### config.mk
export PLATFORM = sky130hd
export DESIGN_NAME = wavg7_filter
export DESIGN_NICKNAME = d
export VERILOG_FILES = /design/src/rtl/wavg7_pkg.sv /design/src/rtl/wavg7_history.sv /design/src/rtl/wavg7_sum.sv /design/src/rtl/wavg7_outreg.sv /design/src/rtl/wavg7_filter.sv
export SDC_FILE = /design/constraint.sdc
export NUM_CORES = 1
export LEC_CHECK = 0
export ABC_CLOCK_PERIOD_IN_PS = 5520
export BUFFER_PORTS_ARGS = -buffer_cell sky130_fd_sc_hd__buf_2
export CAP_MARGIN = 20
export CORE_MARGIN = 1.5
export CORE_UTILIZATION = 58
export CTS_BUF_LIST = sky130_fd_sc_hd__clkbuf_4 sky130_fd_sc_hd__clkbuf_8
export CTS_CLUSTER_SIZE = 30
export DETAILED_ROUTE_END_ITERATION = 7
export PLACE_DENSITY = 0.9
export SYNTH_ARGS = -nofsm -noshare
export SYNTH_HDL_FRONTEND = slang
export SYNTH_SLANG_ARGS = --single-unit
### constraint.sdc
create_clock -name clk -period 5.52 [get_ports clk]
set_input_delay 0.552 -clock clk [delete_from_list [all_inputs] [get_ports clk]]
set_output_delay 0.552 -clock clk [all_outputs]
set_load 0.02 [all_outputs]
### src/rtl/wavg7_pkg.sv
package wavg7_pkg;
  // Number of delayed samples kept beside the current one.
  localparam int HIST_TAPS  = 6;
  // Total weight units: current sample twice plus one per delayed sample.
  localparam int WEIGHT_SUM = 2 + HIST_TAPS;
  // Normalisation shift; WEIGHT_SUM is a power of two.
  localparam int NORM_SHIFT = $clog2(WEIGHT_SUM);
  // Extra sum bits needed so the weighted sum cannot overflow.
  localparam int GROWTH_BITS = NORM_SHIFT;
endpackage

### src/rtl/wavg7_history.sv
module wavg7_history
  import wavg7_pkg::*;
#(
  parameter int DATA_W = 12,
  parameter int DEPTH  = HIST_TAPS
) (
  input  logic                     clk,
  input  logic                     rst_n,
  input  logic                     shift_en,
  input  logic signed [DATA_W-1:0] din,
  output logic signed [DATA_W-1:0] taps_o [DEPTH]
);

  logic signed [DATA_W-1:0] stage_q [DEPTH];
  logic signed [DATA_W-1:0] stage_d [DEPTH];

  // Next-state: stage 0 takes the new sample, each later stage takes its neighbour.
  always_comb begin
    stage_d[0] = shift_en ? din : stage_q[0];
  end

  for (genvar g = 1; g < DEPTH; g++) begin : g_chain
    always_comb begin
      stage_d[g] = shift_en ? stage_q[g-1] : stage_q[g];
    end
  end

  for (genvar g = 0; g < DEPTH; g++) begin : g_reg
    always_ff @(posedge clk or negedge rst_n) begin
      if (!rst_n) stage_q[g] <= '0;
      else        stage_q[g] <= stage_d[g];
    end
    assign taps_o[g] = stage_q[g];

    // Idle cycles leave every stage untouched.
    p_idle_keep_r8: assert property (@(posedge clk) disable iff (!rst_n)
      !shift_en |=> $stable(stage_q[g]));
  end

  for (genvar g = 1; g < DEPTH; g++) begin : g_order_chk
    // Each accepted sample moves every stored sample one position older.
    p_shift_order_r4: assert property (@(posedge clk) disable iff (!rst_n)
      shift_en |=> stage_q[g] == $past(stage_q[g-1]));
  end

endmodule

### src/rtl/wavg7_sum.sv
module wavg7_sum
  import wavg7_pkg::*;
#(
  parameter int DATA_W = 12,
  parameter int DEPTH  = HIST_TAPS,
  localparam int ACC_W = DATA_W + GROWTH_BITS
) (
  input  logic signed [DATA_W-1:0] cur_i,
  input  logic signed [DATA_W-1:0] taps_i [DEPTH],
  output logic signed [ACC_W-1:0]  acc_o
);

  logic signed [ACC_W-1:0] cur_ext;
  logic signed [ACC_W-1:0] acc_c;

  always_comb begin
    cur_ext = ACC_W'(cur_i);
    acc_c   = cur_ext + cur_ext;
    for (int k = 0; k < DEPTH; k++) begin
      acc_c = acc_c + ACC_W'(taps_i[k]);
    end
  end

  assign acc_o = acc_c;

endmodule

### src/rtl/wavg7_outreg.sv
module wavg7_outreg
  import wavg7_pkg::*;
#(
  parameter int DATA_W = 12,
  localparam int ACC_W = DATA_W + GROWTH_BITS
) (
  input  logic                     clk,
  input  logic                     rst_n,
  input  logic                     load_en,
  input  logic signed [ACC_W-1:0]  acc_i,
  output logic                     valid_o,
  output logic signed [DATA_W-1:0] data_o
);

  logic                     valid_q, valid_d;
  logic signed [DATA_W-1:0] data_q, data_d;

  // Dropping the low NORM_SHIFT bits is an arithmetic shift that rounds down.
  always_comb begin
    valid_d = load_en;
    data_d  = load_en ? acc_i[ACC_W-1:NORM_SHIFT] : data_q;
  end

  always_ff @(posedge clk or negedge rst_n) begin
    if (!rst_n) begin
      valid_q <= 1'b0;
      data_q  <= '0;
    end else begin
      valid_q <= valid_d;
      data_q  <= data_d;
    end
  end

  assign valid_o = valid_q;
  assign data_o  = data_q;

endmodule

### src/rtl/wavg7_filter.sv
module wavg7_filter
  import wavg7_pkg::*;
#(
  parameter int DATA_W = 12
) (
  input  logic                     clk,
  input  logic                     rst_n,
  input  logic                     in_valid,
  input  logic signed [DATA_W-1:0] in_data,
  output logic                     out_valid,
  output logic signed [DATA_W-1:0] out_data
);

  localparam int ACC_W = DATA_W + GROWTH_BITS;

  logic signed [DATA_W-1:0] hist [HIST_TAPS];
  logic signed [ACC_W-1:0]  acc;
  logic                     hist_zero;

  wavg7_history #(.DATA_W(DATA_W), .DEPTH(HIST_TAPS)) u_hist (
    .clk      (clk),
    .rst_n    (rst_n),
    .shift_en (in_valid),
    .din      (in_data),
    .taps_o   (hist)
  );

  wavg7_sum #(.DATA_W(DATA_W), .DEPTH(HIST_TAPS)) u_sum (
    .cur_i  (in_data),
    .taps_i (hist),
    .acc_o  (acc)
  );

  wavg7_outreg #(.DATA_W(DATA_W)) u_out (
    .clk     (clk),
    .rst_n   (rst_n),
    .load_en (in_valid),
    .acc_i   (acc),
    .valid_o (out_valid),
    .data_o  (out_data)
  );

  always_comb begin
    hist_zero = 1'b1;
    for (int k = 0; k < HIST_TAPS; k++) begin
      if (hist[k] != '0) hist_zero = 1'b0;
    end
  end

  // Exactly one result per accepted sample, one clock later.
  p_valid_after_in_r2: assert property (@(posedge clk) disable iff (!rst_n)
    in_valid |=> out_valid);
  p_no_spurious_valid_r2: assert property (@(posedge clk) disable iff (!rst_n)
    !in_valid |=> !out_valid);

  // Result is held across idle cycles.
  p_hold_idle_r8: assert property (@(posedge clk) disable iff (!rst_n)
    !in_valid |=> $stable(out_data));

  // An all-zero window gives a zero result.
  p_zero_window_r5: assert property (@(posedge clk) disable iff (!rst_n)
    (in_valid && in_data == '0 && hist_zero) |=> out_data == '0);

  // Reset state on the outputs.
  always_ff @(posedge clk) begin
    if (!rst_n) begin
      p_reset_out_r1: assert (!out_valid && out_data == '0);
    end
  end

endmodule

==> flow_summary.yaml, run 1 <==
synthesis:
  synthCells: 511
  yosysTopAreaCellShare: 0.379
  synth_compound_area_frac: 0.113
  yosys.area_share.xor_xnor: 0.0203
  syn_area_sq_mm: 0.00561
  synthArstFlopShare: 1.00
  synth_warnings: 0
  syn_nets: 603
  synth-edff-count: 0
  synthTopCellsByArea: "dfrtp_1, fa_1, mux2_2, inv_1, ha_1"
  synth-simple-area-share: 0.0716
  yosysTopAreaCell: "dfrtp_1"
  synth_top_family_by_area: "adder cells"
  synthMuxAreaShare: 0.102
  syn_avg_cell_area_sq_um: 11.0
  synthFlopType: "dfrtp_1"
  synth_seq_cells: 85
  seq_area_frac_synth: 0.379
  synth_adder_area_share: 0.243
  synth.distinct_cells: 50
worst_setup_path:
  endpoint_kind: "register"
  worstPathRequired_ps: 5790
  arrival_ps: 5570
  cp-start-kind: "register"
  r2r_start: "u_hist.taps_o[61]"
  path_class: "reg2reg"
  crit_fanout: 7
  ff2ff_path_depth: 17
  rrSetupSlack_ps: 220
  r2r-end: "u_out.data_o[10]"
run:
  cap_violations: 0
final_layout:
  antenna_cells: 0
  multi_input_area_sq_mm: 0.00311
  final_common_cell: "inv_1"
  drive_above_1_share: 0.207
  final_nets: 633
  regArea_sq_mm: 0.00213
  final_cell_mix: "inv_1, dfrtp_1, fa_1, mux2_2, o21ai_0"
  synthToLayoutAreaGrowth_pct: 9.81
  fillCellCount: 698
grt:
  grt_pass1_vias: 4036
  track_usage: 0.232
  grt_overflow: 0
  antenna_found_initial: 0
  grt_start_max_net_pins: 88
  grt_pass1_wl_mm: 18.4
placed_design:
  hpwl_mm: 7.70
  portBuffers: 27
  routabilityCongestion: 0.935
clock_tree:
  cts.clk_slew.worst_paths_ps: 100
  htreeDepth: 3
  cts_buffers: 9
  cts_buffer_depth: 2
  cts.sinks: 85
  cts_root_buf: "clkbuf_8"
  cts_tree: "yes"
  clk_latency_ps: 370
sta:
  final_max_slew_viol_count: 0
  finalSetupViolations: 0
  finalClockSkew_ps: 11.3
  clock.fmax_mhz: 189
  final.min_clock_period_ps: 5300
  min_period_over_period: 0.960
  slew_headroom: 0.399
  report.final.hold_viol_count: 0
  tns_ps: 0
  worst_slew_pin_slew_ps: 902
  rsz0062_at_grt: "no"
route:
  drtIter0Drc: 243
  drc_errors: 0
  num_vias: 3796
  vias_per_cell: 5.62
  ant_nets: 0
  drt_wl_total_mm: 10.4
  drt_pass1_iterations: 5
  wl_per_cell_um: 15.5
floorplanning:
  die-area_sq_mm: 0.0103
  num_rows: 35
  die_x_um: 101
  core_sq_mm: 0.00933
  io_pins: 28
  start_util: 0.601
  die_h_um: 101
worst_hold_path:
  hp-class: "in2async"
outcome:
  status: "completed"
[area by class of cell]
cell class,instances,share of cell area
clock inverters,7,0.0134
inverters,87,0.0530
well taps,129,0.0262
clock buffers,9,0.0201
multi-input cells,322,0.505
repair buffers,36,0.0370
flip-flops and latches,85,0.345
[how the worst max path moves through the flow]
stage / start / end / slack (ps) / cells past startpoint
5_1_grt: u_hist.taps_o[61] / u_out.data_o[10] / 3 / 17
3_5_place_dp: in_data[0] / u_out.data_o[10] / -30 / 18
4_1_cts: u_hist.taps_o[61] / u_out.data_o[10] / 220 / 17
2_1_floorplan: in_data[5] / u_out.data_o[10] / 210 / 16
6_report: u_hist.taps_o[61] / u_out.data_o[10] / 220 / 17
3_3_place_gp: in_data[6] / u_out.data_o[10] / 20 / 18
[cells by family (layout without fill, tap and decap cells)]
| kind of cell | count (synthesis) | count (layout) |
|---|---|---|
| buffers and inverters | 104 | 139 |
| AO/OA/AOI/OAI | 97 | 97 |
| flip-flops | 85 | 85 |
| AND/OR/NAND/NOR | 84 | 84 |
| adder cells (fa/ha/maj) | 77 | 77 |
| multiplexers | 51 | 51 |
| XOR/XNOR | 13 | 13 |
[registers in the layout, indices dropped and copies added, names as in the netlist]
| name | count |
|---|---|
| u_hist.taps_o | 72 |
| u_out.data_o | 12 |
| u_out.valid_o | 1 |
[repair_timing]
item / CTS / global route
setup buffers: 0 / 0
gates resized for setup: 0 / 8
hold buffers: 0 / 0
setup endpoints to repair: 0 / 2
[worst max-delay path: stages, from the launching register on]
cell and delay, ps:
dfrtp_1 380, ha_1 230, inv_1 70, fa_1 420, nor2b_1 170, o31a_1 240
nor3_1 70, o21ai_0 380, xnor2_1 200, fa_1 460, fa_1 490, fa_1 570
inv_1 50, ha_1 370, a21o_1 190, a221o_1 350, or3_1 350, a31o_1 220
[stage by stage]
stage / util / worst slack, ps / cell area, sq um / hold slack (ps) / cells
5_1_grt: 0.660 / 3.42 / 6160 / 188 / 675
3_5_place_dp: 0.633 / -25.5 / 5900 / 469 / 658
6_report: 0.660 / 222 / 6160 / 153 / 675
3_3_place_gp: 0.633 / 19.9 / 5900 / 457 / 658
2_1_floorplan: - / 207 / 5610 / 256 / 511
4_1_cts: 0.655 / 224 / 6110 / 408 / 674
[metal layers]
| layer | up-vias | share of wire | track usage | wire [um] |
|---|---|---|---|---|
| li1 | 1769 | - | - | - |
| met1 | 1917 | 0.41 | 0.283 | 4310 |
| met2 | 85 | 0.53 | 0.418 | 5560 |
| met3 | 25 | 0.033 | 0.0483 | 347 |
| met4 | 0 | 0.022 | 0.0662 | 225 |
| met5 | - | 0 | 0 | 0 |
[cells in the mapped netlist (5+ instances only)]
cell / count
fa_1: 53
nor2_1: 17
ha_1: 24
nor3_1: 5
dfrtp_1: 85
mux2_2: 51
nand4_1: 5
o21ai_0: 36
clkbuf_1: 13
inv_1: 87
o21a_1: 5
xnor2_1: 9
nand2_1: 32
nor2b_1: 6
a21o_1: 9
a21oi_1: 16
Power of run 1 is not shown: default switching activity piles up to over one toggle a cycle in this logic, so the estimate is an artifact.
==> run 2, diff against run 1 <==
--- a/config.mk
+++ b/config.mk
@@ -13,7 +13,8 @@
 export CTS_BUF_LIST = sky130_fd_sc_hd__clkbuf_4 sky130_fd_sc_hd__clkbuf_8
 export CTS_CLUSTER_SIZE = 30
 export DETAILED_ROUTE_END_ITERATION = 7
-export PLACE_DENSITY = 0.9
+export GPL_ROUTABILITY_DRIVEN = 0
+export PLACE_DENSITY = 0.79
 export SYNTH_ARGS = -nofsm -noshare
 export SYNTH_HDL_FRONTEND = slang
 export SYNTH_SLANG_ARGS = --single-unit
==> run 2 against run 1 <==
Die area unchanged. Worst hold slack gained 3.7 ps. Via count down 2.1%. Non-clock buffer count up 1. Critical path depth unchanged. Final cell count unchanged. Flip-flop and latch count stayed put. Clock-buffer cell count increased by 2. Critical path type unchanged.
==> flow_summary.yaml, run 2 (synthesis results as in run 1) <==
floorplanning:
  start_util: 0.601
  core_sq_mm: 0.00933
  io_pins: 28
  die-area_sq_mm: 0.0103
  num_rows: 35
  die_x_um: 101
  die_h_um: 101
grt:
  grt_use_met3: 0.0345
  antenna_found_initial: 0
  grt.busiest_layer: "met2"
  grt_start_max_net_pins: 86
  track_usage: 0.226
  grt_pass1_wl_mm: 18.1
  grt_overflow: 0
  gr-usage-met2: 0.399
  grt_pass1_vias: 4034
  use_met1: 0.291
worst_setup_path:
  cpPeakStageDelay_ps: 540
  cp_slowest_cell: "fa_1"
  cpMostUsedCell: "fa_1"
  worstPathRequired_ps: 5750
  crit_chain: "ha_1, and2_1, a32o_1, a21oi_1, a21oi_1, a2111oi_0, buf_4, fa_1, fa_1, fa_1, inv_1, ha_1, a21o_1, buf_4, nor4_1, a2111oi_0, or3b_2"
  cp-start-kind: "register"
  path_class: "reg2reg"
  rrSetupSlack_ps: 220
  ff2ff_path_depth: 17
  crit_fanout: 4
  endpoint_kind: "register"
  arrival_ps: 5540
final_layout:
  regArea_sq_mm: 0.00213
  final_nets: 634
  largest_reg_flops: 72
  postLayoutCoreUtil: 0.660
  final_cell_mix: "inv_1, dfrtp_1, fa_1, mux2_2, o21ai_0"
  multi_input_area_sq_mm: 0.00309
  drive_above_1_share: 0.198
  antenna_cells: 0
  synthToLayoutAreaGrowth_pct: 9.68
  final_common_cell: "inv_1"
  fillCellCount: 705
  fin_area_sq_mm: 0.00615
sta:
  tns_ps: 0
  final_max_slew_viol_count: 0
  worst_slew_pin_slew_ps: 664
  fin_ws_ps: 217
  final.min_clock_period_ps: 5300
  report.final.hold_viol_count: 0
  finalSetupViolations: 0
  finalClockSkew_ps: 8.75
  rsz0062_at_grt: "no"
  slew_headroom: 0.558
  clock.fmax_mhz: 189
  min_period_over_period: 0.961
clock_tree:
  clk_latency_ps: 350
  cts.sinks: 85
  cts_tree: "yes"
  htreeDepth: 3
  cts.clk_slew.worst_paths_ps: 80
  hold_buffers: 0
  post_cts_buffers: 0
  cts_buffer_depth: 2
  cts_root_buf: "clkbuf_8"
  cts_buffers: 9
  ctsResizeCount: 0
worst_hold_path:
  hp-class: "in2async"
route:
  num_vias: 3717
  drt_wl_total_mm: 10.2
  wl_per_cell_um: 15.1
  ant_nets: 0
  drt_pass1_iterations: 4
  drc_errors: 0
  drtIter0Drc: 173
  vias_per_cell: 5.51
outcome:
  status: "completed"
placed_design:
  dpl-instance-area_sq_mm: 0.00591
  portBuffers: 27
  hpwl_mm: 7.56
  preCtsSetupSlack_ps: 3.27
run:
  cap_violations: 0
run 2: changes by cell type in the layout (fill, tap and decap cells not counted), moves of 2 or more:
cell,delta
a2111oi_0,+2
a2111oi_2,-2
a21oi_1,+2
a21oi_2,-2
inv_6,-2
run 2: cell type report:
type / count / share of cell area
multi-input combinational: 322 / 0.501
sequential: 85 / 0.346
inverter: 87 / 0.0531
timing repair buffer: 37 / 0.0382
tap: 129 / 0.0262
clock buffer: 11 / 0.0236
clock inverter: 4 / 0.0118
run 2: critical path, delay by kind of cell (launching register included):
kind | cells | cell delay (ps)
AND/OR/NAND/NOR | 3 | 970
adder cells (fa/ha/maj) | 5 | 2050
buffers and inverters | 3 | 360
flip-flops | 1 | 410
AO/OA/AOI/OAI | 6 | 1360
run 2: path summary, 6_finish.rpt:
path | to | start
hold reg to reg | u_hist.taps_o[48] | u_hist.taps_o[60]
hold / removal | u_hist.taps_o[39] | rst_n
setup reg to reg | u_out.data_o[8] | u_hist.taps_o[67]
setup / recovery | u_out.data_o[8] | u_hist.taps_o[67]
min in group clk | u_hist.taps_o[62] | in_data[2]
max in group asynchronous | u_hist.taps_o[47] | rst_n
run 2: layer usage:
metal | up-vias | routed length (um)
li1 | 1758 | -
met1 | 1898 | 4430
met2 | 51 | 5310
met3 | 10 | 308
met4 | 0 | 146
met5 | - | 0
run 2: metrics by stage:
step	instances	hold slack [ps]
after CTS	674	431
after global placement	659	460
final	675	157
after global routing	675	181
after floorplan	511	256
after detailed placement	659	470
Power of run 2 is left out for the same reason.
